--- config.mk ---
export PLATFORM = sky130hd
export DESIGN_NAME = acc_muldiv_unit
export DESIGN_NICKNAME = d
export VERILOG_FILES = /design/src/rtl/amd_pkg.sv /design/src/rtl/amd_seq.sv /design/src/rtl/amd_mul.sv /design/src/rtl/amd_div.sv /design/src/rtl/acc_muldiv_unit.sv
export SDC_FILE = /design/constraint.sdc
export NUM_CORES = 1
export LEC_CHECK = 0
export BUFFER_PORTS_ARGS = -buffer_cell sky130_fd_sc_hd__buf_2
export CAP_MARGIN = 20
export CORE_MARGIN = 1
export CORE_UTILIZATION = 45
export DETAILED_ROUTE_END_ITERATION = 10
export PLACE_DENSITY = 0.66
export SYNTH_ARGS = -nofsm -noshare
export SYNTH_HDL_FRONTEND = slang
export SYNTH_SLANG_ARGS = --single-unit
export TNS_END_PERCENT = 30
--- constraint.sdc ---
create_clock -name clk_i -period 5.7 [get_ports clk_i]
set_input_delay 0.285 -clock clk_i [delete_from_list [all_inputs] [get_ports clk_i]]
set_output_delay 0.285 -clock clk_i [all_outputs]
set_load 0.005 [all_outputs]
--- src/rtl/amd_pkg.sv ---
package amd_pkg;
  typedef enum logic {
    OP_MUL = 1'b0,
    OP_DIV = 1'b1
  } amd_op_e;
endpackage

--- src/rtl/amd_seq.sv ---
module amd_seq #(
  parameter int TOT  = 4,
  parameter int ITER = 4,
  localparam int CW  = $clog2(TOT + 1)
) (
  input  logic          clk_i,
  input  logic          rst_ni,
  input  logic          start_i,
  output logic          busy_o,
  output logic          load_o,
  output logic          step_o,
  output logic [CW-1:0] iter_o,
  output logic          last_o
);
  logic          busy_q;
  logic [CW-1:0] cnt_q;

  assign load_o = start_i & ~busy_q;
  assign step_o = busy_q & (cnt_q < CW'(ITER));
  assign last_o = busy_q & (cnt_q == CW'(TOT - 1));
  assign iter_o = cnt_q;
  assign busy_o = busy_q;

  always_ff @(posedge clk_i or negedge rst_ni) begin
    if (!rst_ni) begin
      busy_q <= 1'b0;
      cnt_q  <= '0;
    end else if (load_o) begin
      busy_q <= 1'b1;
      cnt_q  <= '0;
    end else if (last_o) begin
      busy_q <= 1'b0;
      cnt_q  <= '0;
    end else if (busy_q) begin
      cnt_q  <= cnt_q + 1'b1;
    end
  end

  AST_START_IGNORED: assert property (@(posedge clk_i) disable iff (!rst_ni)
    busy_q && start_i && !last_o |=> busy_q && (cnt_q == $past(cnt_q) + 1'b1));

  AST_BUSY_BOUNDED: assert property (@(posedge clk_i) disable iff (!rst_ni)
    busy_q |-> cnt_q < CW'(TOT));
endmodule

--- src/rtl/amd_mul.sv ---
module amd_mul #(
  parameter int W    = 8,
  parameter int BPC  = 2,
  parameter int IW   = 3
) (
  input  logic           clk_i,
  input  logic           rst_ni,
  input  logic           load_i,
  input  logic           step_i,
  input  logic [IW-1:0]  iter_i,
  input  logic [W-1:0]   a_i,
  input  logic [W-1:0]   b_i,
  output logic [2*W-1:0] prod_o
);
  logic [2*W-1:0] p_q;
  logic [W-1:0]   mc_q;
  logic [2*W-1:0] stg [BPC+1];

  assign stg[0] = p_q;

  for (genvar j = 0; j < BPC; j++) begin : g_bit
    logic         en;
    logic [W:0]   hi_sum;
    logic [2*W:0] wide;
    assign en     = (32'(iter_i) * BPC + j) < W;
    assign hi_sum = {1'b0, stg[j][2*W-1:W]} + (stg[j][0] ? {1'b0, mc_q} : '0);
    assign wide   = {hi_sum, stg[j][W-1:0]};
    assign stg[j+1] = en ? wide[2*W:1] : stg[j];
  end

  assign prod_o = step_i ? stg[BPC] : p_q;

  always_ff @(posedge clk_i or negedge rst_ni) begin
    if (!rst_ni) begin
      p_q  <= '0;
      mc_q <= '0;
    end else if (load_i) begin
      p_q  <= {{W{1'b0}}, b_i};
      mc_q <= a_i;
    end else if (step_i) begin
      p_q  <= stg[BPC];
    end
  end
endmodule

--- src/rtl/amd_div.sv ---
module amd_div #(
  parameter int W   = 8,
  parameter int BPC = 2,
  parameter int IW  = 3
) (
  input  logic          clk_i,
  input  logic          rst_ni,
  input  logic          load_i,
  input  logic          step_i,
  input  logic [IW-1:0] iter_i,
  input  logic [W-1:0]  a_i,
  input  logic [W-1:0]  b_i,
  output logic [W-1:0]  quo_o,
  output logic [W-1:0]  rem_o
);
  logic [W-1:0] r_q, q_q, d_q;
  logic [W-1:0] rs [BPC+1];
  logic [W-1:0] qs [BPC+1];

  assign rs[0] = r_q;
  assign qs[0] = q_q;

  for (genvar j = 0; j < BPC; j++) begin : g_bit
    logic       en, ge;
    logic [W:0] r2, diff;
    assign en   = (32'(iter_i) * BPC + j) < W;
    assign r2   = {rs[j], qs[j][W-1]};
    assign ge   = r2 >= {1'b0, d_q};
    assign diff = r2 - {1'b0, d_q};
    assign rs[j+1] = !en ? rs[j] : (ge ? diff[W-1:0] : r2[W-1:0]);
    assign qs[j+1] = !en ? qs[j] : {qs[j][W-2:0], ge};
  end

  assign quo_o = step_i ? qs[BPC] : q_q;
  assign rem_o = step_i ? rs[BPC] : r_q;

  always_ff @(posedge clk_i or negedge rst_ni) begin
    if (!rst_ni) begin
      r_q <= '0;
      q_q <= '0;
      d_q <= '0;
    end else if (load_i) begin
      r_q <= '0;
      q_q <= a_i;
      d_q <= b_i;
    end else if (step_i) begin
      r_q <= rs[BPC];
      q_q <= qs[BPC];
    end
  end
endmodule

--- src/rtl/acc_muldiv_unit.sv ---
module acc_muldiv_unit #(
  parameter int W           = 8,
  parameter int LAT_MC      = 4,
  parameter int CLKS_PER_MC = 1
) (
  input  logic         clk_i,
  input  logic         rst_ni,
  input  logic         start_i,
  input  logic         op_div_i,
  input  logic [W-1:0] acc_i,
  input  logic [W-1:0] aux_i,
  output logic [W-1:0] acc_o,
  output logic [W-1:0] aux_o,
  output logic         cy_o,
  output logic         ov_o,
  output logic         par_o,
  output logic         done_o,
  output logic         busy_o
);
  import amd_pkg::*;

  localparam int TOT  = LAT_MC * CLKS_PER_MC;
  localparam int BPC  = (W + TOT - 1) / TOT;
  localparam int ITER = (W + BPC - 1) / BPC;
  localparam int CW   = $clog2(TOT + 1);

  logic          load, step, last;
  logic [CW-1:0] iter;
  logic [2*W-1:0] prod;
  logic [W-1:0]  quo, rem;

  amd_op_e       op_q;
  logic [W-1:0]  a_q, b_q;
  logic          dz_q;
  logic [W-1:0]  acc_q, aux_q;
  logic          cy_q, ov_q, done_q;

  amd_seq #(.TOT(TOT), .ITER(ITER)) u_seq (
    .clk_i, .rst_ni, .start_i,
    .busy_o (busy_o),
    .load_o (load),
    .step_o (step),
    .iter_o (iter),
    .last_o (last)
  );

  amd_mul #(.W(W), .BPC(BPC), .IW(CW)) u_mul (
    .clk_i, .rst_ni,
    .load_i (load), .step_i (step), .iter_i (iter),
    .a_i (acc_i), .b_i (aux_i),
    .prod_o (prod)
  );

  amd_div #(.W(W), .BPC(BPC), .IW(CW)) u_div (
    .clk_i, .rst_ni,
    .load_i (load), .step_i (step), .iter_i (iter),
    .a_i (acc_i), .b_i (aux_i),
    .quo_o (quo), .rem_o (rem)
  );

  always_ff @(posedge clk_i or negedge rst_ni) begin
    if (!rst_ni) begin
      op_q <= OP_MUL;
      a_q  <= '0;
      b_q  <= '0;
      dz_q <= 1'b0;
    end else if (load) begin
      op_q <= amd_op_e'(op_div_i);
      a_q  <= acc_i;
      b_q  <= aux_i;
      dz_q <= (aux_i == '0);
    end
  end

  always_ff @(posedge clk_i or negedge rst_ni) begin
    if (!rst_ni) begin
      acc_q  <= '0;
      aux_q  <= '0;
      cy_q   <= 1'b0;
      ov_q   <= 1'b0;
      done_q <= 1'b0;
    end else begin
      done_q <= last;
      if (last) begin
        cy_q <= 1'b0;
        if (op_q == OP_MUL) begin
          acc_q <= prod[W-1:0];
          aux_q <= prod[2*W-1:W];
          ov_q  <= |prod[2*W-1:W];
        end else if (dz_q) begin
          // divide by zero: registers keep their operands
          acc_q <= a_q;
          aux_q <= b_q;
          ov_q  <= 1'b1;
        end else begin
          acc_q <= quo;
          aux_q <= rem;
          ov_q  <= 1'b0;
        end
      end
    end
  end

  assign acc_o  = acc_q;
  assign aux_o  = aux_q;
  assign cy_o   = cy_q;
  assign ov_o   = ov_q;
  assign done_o = done_q;
  assign par_o  = ^acc_q;

  AST_MUL_PRODUCT: assert property (@(posedge clk_i) disable iff (!rst_ni)
    done_o && op_q == OP_MUL |-> {aux_o, acc_o} == {{W{1'b0}}, a_q} * {{W{1'b0}}, b_q});

  AST_MUL_OVERFLOW: assert property (@(posedge clk_i) disable iff (!rst_ni)
    done_o && op_q == OP_MUL |-> ov_o == (({{W{1'b0}}, a_q} * {{W{1'b0}}, b_q}) > (2*W)'((1 << W) - 1)));

  AST_NO_CARRY: assert property (@(posedge clk_i) disable iff (!rst_ni)
    done_o |-> !cy_o);

  AST_DIV_RESULT: assert property (@(posedge clk_i) disable iff (!rst_ni)
    done_o && op_q == OP_DIV && b_q != '0 |-> acc_o == a_q / b_q && aux_o == a_q % b_q && !ov_o);

  AST_DIV_ZERO: assert property (@(posedge clk_i) disable iff (!rst_ni)
    done_o && op_q == OP_DIV && b_q == '0 |-> ov_o && acc_o == a_q && aux_o == b_q);

  AST_DONE_PULSE: assert property (@(posedge clk_i) disable iff (!rst_ni)
    done_o |=> !done_o);

  AST_DONE_AT_END: assert property (@(posedge clk_i) disable iff (!rst_ni)
    $fell(busy_o) |-> done_o);

  AST_HOLD_IDLE: assert property (@(posedge clk_i) disable iff (!rst_ni)
    !busy_o |=> $stable(acc_o) && $stable(aux_o) && $stable(ov_o) && $stable(cy_o));
endmodule

# --- After elaboration in Yosys (flattened, before gate mapping) ---
# Cells that the tools add are included.
totals:
  regBits: 72
  out_inout_bits: 21
  word_cells: 61
op_classes:
  n_addsub: 6
  n_lt_le_gt_ge: 5
  eq_ne: 1
  n_mux: 27
  n_bitwise: 4
  n_reduce_logical: 5
op_table:
  columns: ["operator", "n"]
  rows:
  - ["two-way mux 8 bit", 16]
  - ["two-way mux 16 bit", 4]
  - ["< comparator 32 x 4 -> 1 bit (second input constant)", 1]
  - ["adder 8 x 9 -> 9 bit", 2]
  - [">= comparator 9 x 8 -> 1 bit", 2]
  - ["subtractor 8 bit", 2]
  - ["two-way mux 3 bit", 3]
  - ["logical NOT 8 bit", 1]
  - ["OR reduction 8 bit", 1]
  - ["parity 8 bit", 1]
  - ["adder 4 x 1 -> 5 bit (second input constant)", 1]
  - ["< comparator 4 bit (second input constant)", 1]
  - ["two-way mux 1 bit", 4]
  - ["adder 3 x 1 -> 3 bit (second input constant)", 1]
  - ["bitwise AND 1 bit", 3]
  - ["equality test 3 x 2 -> 1 bit (second input constant)", 1]
  - ["< comparator 3 bit (second input constant)", 1]
  - ["nonzero test 3 bit", 1]
  - ["nonzero test 2 bit", 1]
  - ["NOT 1 bit", 1]

# --- Depth between registers and ports, before layout ---
depth:
  word_depth: 9
  depth_mapped: 20
  ltp_nobuf: 20

# --- Cells and area by module ---
# Synthesis repeated with hierarchy kept, for this count alone.
hier_totals:
  cells_unflattened: 632
  hier_area_um2: 6019.5
modules_own_cells:
  columns: ["mod", "n_inst", "cells_each", "area_per_inst_um2", "seq_area_each_um2"]
  rows:
  - ["amd_div", 1, 251, 2085.8, 600.6]
  - ["amd_mul", 1, 220, 1965.6, 600.6]
  - ["acc_muldiv_unit", 1, 145, 1776.7, 900.9]
  - ["amd_seq", 1, 16, 191.4, 100.1]

# --- Worst setup path after synthesis ---
# OpenSTA, ideal clock, no wires.
synth_timing:
  path_type: "flip-flop to flip-flop"
  from: "register u_div.d_q[1]"
  to: "register aux_q[3], in the netlist aux_o[3]"
  setup_time_ns: 0.141
  arrival_ns: 3.848
  setup_slack_ns: 1.711
  stages_incl_launch_ff: 17
  path_buffers: 0
  cell_sequence: "dfrtp_1 > inv_1 > ha_1 > nor2b_1 > o21ai_2 > a31o_2 > a21oi_1 > o31ai_1 > inv_1 > ha_1 > nor2b_1 > o31a_1 > o31a_1 > o31ai_2 > o311ai_4 > a221oi_1 > a31oi_1"
synth_via:
  elab_chain_cells: 9
  elab_cells_between_ends: 11
  classes_between: "add/sub: 2; order compare: 2; mux: 7"
synth_rtl:
  columns: ["element", "line", "rtl"]
  rows:
  - ["from (decl)", "amd_div.sv:16", "logic [W-1:0] r_q, q_q, d_q;"]
  - ["from (signal assigned)", "amd_div.sv:45", "d_q <= b_i;"]
  - ["subtractor 8 bit / >= comparator 9 x 8 -> 1 bit (equally long branches)", "amd_div.sv:29, amd_div.sv:28", null]
  - ["two-way mux 8 bit (2 in a row)", "amd_div.sv:30", "assign rs[j+1] = !en ? rs[j] : (ge ? diff[W-1:0] : r2[W-1:0]);"]
  - ["subtractor 8 bit / >= comparator 9 x 8 -> 1 bit (equally long branches)", "amd_div.sv:29, amd_div.sv:28", null]
  - ["two-way mux 8 bit", "amd_div.sv:30", null]
  - ["two-way mux 8 bit *", "amd_div.sv:30", null]
  - ["two-way mux 8 bit *", "amd_div.sv:35", "assign rem_o = step_i ? rs[BPC] : r_q;"]
  - ["two-way mux 8 bit *", "acc_muldiv_unit.sv:90", "end else if (dz_q) begin"]
  - ["two-way mux 8 bit *", "acc_muldiv_unit.sv:86", "if (op_q == OP_MUL) begin"]
  - ["to (signal assigned)", "acc_muldiv_unit.sv:88", "aux_q <= prod[2*W-1:W];"]
  - ["to (signal assigned)", "acc_muldiv_unit.sv:93", "aux_q <= b_q;"]
  - ["to (signal assigned)", "acc_muldiv_unit.sv:97", "aux_q <= rem;"]
  - ["to (decl)", "acc_muldiv_unit.sv:35", "logic [W-1:0] acc_q, aux_q;"]
# Mark *: on every way between the ends. The rest lies on a longest branch, timed or not.
# A chain may end at the register's enable or synchronous reset.

# --- Worst setup path after layout ---
# Same ends and word-level chain as after synthesis.

==> parameters.txt <==
Parameter                              Value

GRT
  Number of global-route vias before repair ... 4372
  Initial antenna violation count ... 0
  Global Route Usage Sum ... 0.2523
  Maximum number of pins on one net before global-route repair ... 73
  Wire length of the first global-routing pass ... 22.20 mm
  Residual overflow from global routing ... 0

CTS
  Maximum level of the CTS H-tree ... 3
  Number of setup buffers added after CTS ... 0
  Clock buffer count from CTS ... 9
  Cells resized by post-CTS repair ... 0
  Buffer cell driving the clock tree root ... sky130_fd_sc_hd__clkbuf_8
  Clock Sinks ... 72
  Insertion delay of the later-clocked pin in the worst-skew pair ... 0.36 ns
  CTS tree ... built
  Number of buffers inserted by hold repair at cts ... 0
  Bufs on Longest Clock Path ... 2
  Clock-pin slew of the registers on the worst-case setup and hold paths ... 0.09 ns

Worst setup path
  Crit path buffers/inverters ... 2
  Worst Setup Start Kind ... register
  Maximum fanout count along the critical path ... 9
  Type of the worst setup path ... register to register
  R2R cell count ... 16
  CP max stage cell ... sky130_fd_sc_hd__o31ai_1
  Largest delay share family, worst path ... compound AO/OA/AOI/OAI gates
  Arrival time of data at the critical path endpoint ... 4.70 ns
  Stage delay of the slowest cell on the critical path ... 0.47 ns
  RR Startpoint ... u_div.d_q[1]
  Destination of the worst register-to-register timing path ... aux_o[3]
  Cell chain of the critical path ... inv_1, ha_1, nor2b_1, o21ai_2, a31o_2, a21oi_1, o31ai_1, inv_1, ha_1, nor2b_1, o31a_1, o31a_1, o31ai_2, o311ai_4, a221oi_1, a31oi_1
  Required time at the worst-slack endpoint ... 5.92 ns
  R2r setup slk ... 1.22 ns
  Sort of element at the end of the critical path ... register

Placement
  Number of buffers added on ports ... 39
  Half-perimeter wire length after detailed placement ... 9.875 mm
  Placer's final routability congestion estimate ... 0.9250
  Pre-CTS worst setup slack ... 1.283 ns

Timing
  Relative max-transition margin ... 0.2863
  Total count of max-transition violations in the final report ... 0
  Post-layout min period ... 4.485 ns
  Minimum hold slack ... 0.04482 ns
  Timing-limited maximum frequency ... 223.0 MHz
  Worst clock skew ... 0.01377 ns
  Transition at the pin with the smallest max-transition slack ... 1.066 ns
  Setup violators final ... 0
  Hold violation count in the final report ... 0
  Share of the clock period used by the worst path ... 0.7868
  Minimum setup slack in the final design ... 1.215 ns
  Setup repair after global routing missed its margin ... no
  Setup total negative slack ... 0 ns

Run status
  Result of the run ... finished clean

Drt
  Drt first-iter violations ... 328
  ANT nets after route ... 0
  DRC Markers ... 0
  Vias ... 4410
  Wire length per cell after detailed routing ... 17.87 um
  Vias/cell ... 5.795
  Number of optimization iterations in the first detailed-route pass ... 6
  Sum of routed wire length over all layers ... 13.60 mm

Yosys
  Net Count, Synth ... 647
  Number of enable-type register cells in the synthesized netlist ... 0
  Mean area per synthesized cell ... 8.540 sq um
  Synth Register Bits ... 72
  Async set-or-reset flop fraction in the synthesized netlist ... 1.000
  Sequential element share of the synthesized area ... 0.3576
  Dominant synthesized flop cell ... sky130_fd_sc_hd__dfrtp_1
  Synth warnings ... 0
  Total standard cell area after synthesis ... 5039 sq um
  Post-synth cell types ... 60
  Gate count after technology mapping ... 590

Floorplanning
  Site Rows ... 38
  Core Area ... 10890 sq um
  Vert. Die Dim ... 107.8 um
  Top-level port count ... 41
  Starting Density ... 0.4628
  Floorplan die area ... 11620 sq um
  Die width ... 107.8 um

Min path
  Worst Hold Class ... primary input to asynchronous set/reset pin

Final layout
  Count of fill cells added during filler insertion ... 1029
  Area growth from synthesis to layout ... 10.23%
  Final net count ... 674
  Share of final-layout standard cells stronger than drive strength 1 ... 0.1224
  Count of inserted antenna diode cells ... 0

Flow run
  Max-Cap Viols ... 0
synth_stat cells, types with 4 or more instances:
master,count,area (sq um)
sky130_fd_sc_hd__nor3_1,8,40.04
sky130_fd_sc_hd__ha_1,33,412.9
sky130_fd_sc_hd__xor2_1,5,43.79
sky130_fd_sc_hd__fa_1,4,80.08
sky130_fd_sc_hd__nor2_1,68,255.2
sky130_fd_sc_hd__inv_1,30,112.6
sky130_fd_sc_hd__nand2_1,59,221.5
sky130_fd_sc_hd__mux2i_1,30,300.3
sky130_fd_sc_hd__nand2b_1,6,37.54
sky130_fd_sc_hd__nor2b_1,11,68.82
sky130_fd_sc_hd__nand3_1,6,30.03
sky130_fd_sc_hd__a21oi_1,50,250.2
sky130_fd_sc_hd__a21o_1,10,75.07
sky130_fd_sc_hd__a31oi_1,8,50.05
sky130_fd_sc_hd__nor3b_1,4,30.03
sky130_fd_sc_hd__buf_1,7,26.28
sky130_fd_sc_hd__o21ai_0,58,290.3
sky130_fd_sc_hd__o21a_1,5,37.54
sky130_fd_sc_hd__and4_1,4,35.03
sky130_fd_sc_hd__a211oi_1,8,60.06
sky130_fd_sc_hd__dfrtp_1,72,1802
sky130_fd_sc_hd__xnor2_1,15,131.4
sky130_fd_sc_hd__and2_1,10,62.56
sky130_fd_sc_hd__o31ai_1,7,52.55
sky130_fd_sc_hd__clkbuf_1,21,78.83
layer usage:
| layer | routed length (um) | share of wire | up-vias | global-route usage |
|---|---|---|---|---|
| met5 | 0 | 0 | - | 0 |
| met3 | 844 | 0.062 | 22 | 0.05327 |
| met2 | 6277 | 0.46 | 141 | 0.3956 |
| met1 | 6221 | 0.46 | 2113 | 0.3451 |
| met4 | 258 | 0.019 | 0 | 0.08415 |
| li1 | - | - | 2134 | - |
final cells by class:
class	instances	area, sq um	area share
multi-input cells	458	3013	0.5425
clock inverters	4	53.80	0.009687
well taps	140	175.2	0.03154
flip-flops and latches	72	1802	0.3244
clock buffers	11	151.4	0.02726
inverters	31	116.4	0.02095
repair buffers	45	242.7	0.04370
registers in the layout (all words and copies together) (netlist names):
name / count
u_mul.p_q: 16
acc_o: 8
aux_o: 8
u_div.d_q: 8
u_div.q_q: 8
u_div.r_q: 8
u_mul.mc_q: 8
u_seq.iter_o: 3
done_o: 1
dz_q: 1
op_q: 1
ov_o: 1
u_seq.busy_o: 1
through the flow:
stage / area, sq um / std cells / utilization
after floorplan: 5039 / 590 / -
after global placement: 5349 / 746 / 0.4913
after detailed placement: 5349 / 746 / 0.4913
after CTS: 5554 / 761 / 0.5101
after global routing: 5554 / 761 / 0.5101
final: 5554 / 761 / 0.5101
cells in the final DEF (no fill, tap or decap), drive strengths merged, types with 4 or more instances in the layout:
master | netlist | routed
buf | 8 | 45
ha | 33 | 33
fa | 4 | 4
and4 | 4 | 4
a21oi | 51 | 51
o31ai | 8 | 8
o21ai | 60 | 60
nand2b | 6 | 6
xnor2 | 15 | 15
a31oi | 9 | 9
xor2 | 5 | 5
nand2 | 59 | 59
mux2i | 30 | 30
o21a | 5 | 5
nor2b | 11 | 11
nand3 | 7 | 7
a211oi | 9 | 9
nor2 | 69 | 69
clkbuf | 21 | 11
and2 | 10 | 10
inv | 30 | 30
a21o | 10 | 10
nor3 | 8 | 8
nor3b | 4 | 4
dfrtp | 72 | 72
worst max path at each step:
stage,start,endpoint,cells after the start
finish,u_div.d_q[1],aux_o[3],16
global route,u_div.d_q[1],acc_o[0],17
CTS,u_div.d_q[1],aux_o[3],16
detailed placement,u_div.d_q[1],aux_o[3],16
global placement,u_mul.p_q[0],aux_o[6],18
floorplan,u_div.d_q[1],aux_o[3],16
logic make-up after synthesis:
family | count (synthesis) | share of synthesized area
adders and majority gates | 37 | 0.09784
muxes | 33 | 0.06630
DFF | 72 | 0.3576
other | 1 | 0.0007443
AOI/OAI and AO/OA | 177 | 0.2225
and+or+nand+nor | 190 | 0.1748
buffers and inverters | 60 | 0.04545
xor gates and xnor gates | 20 | 0.03477
Power is not shown: default switching activity piles up to over one toggle a cycle in this logic, so the estimate is an artifact.
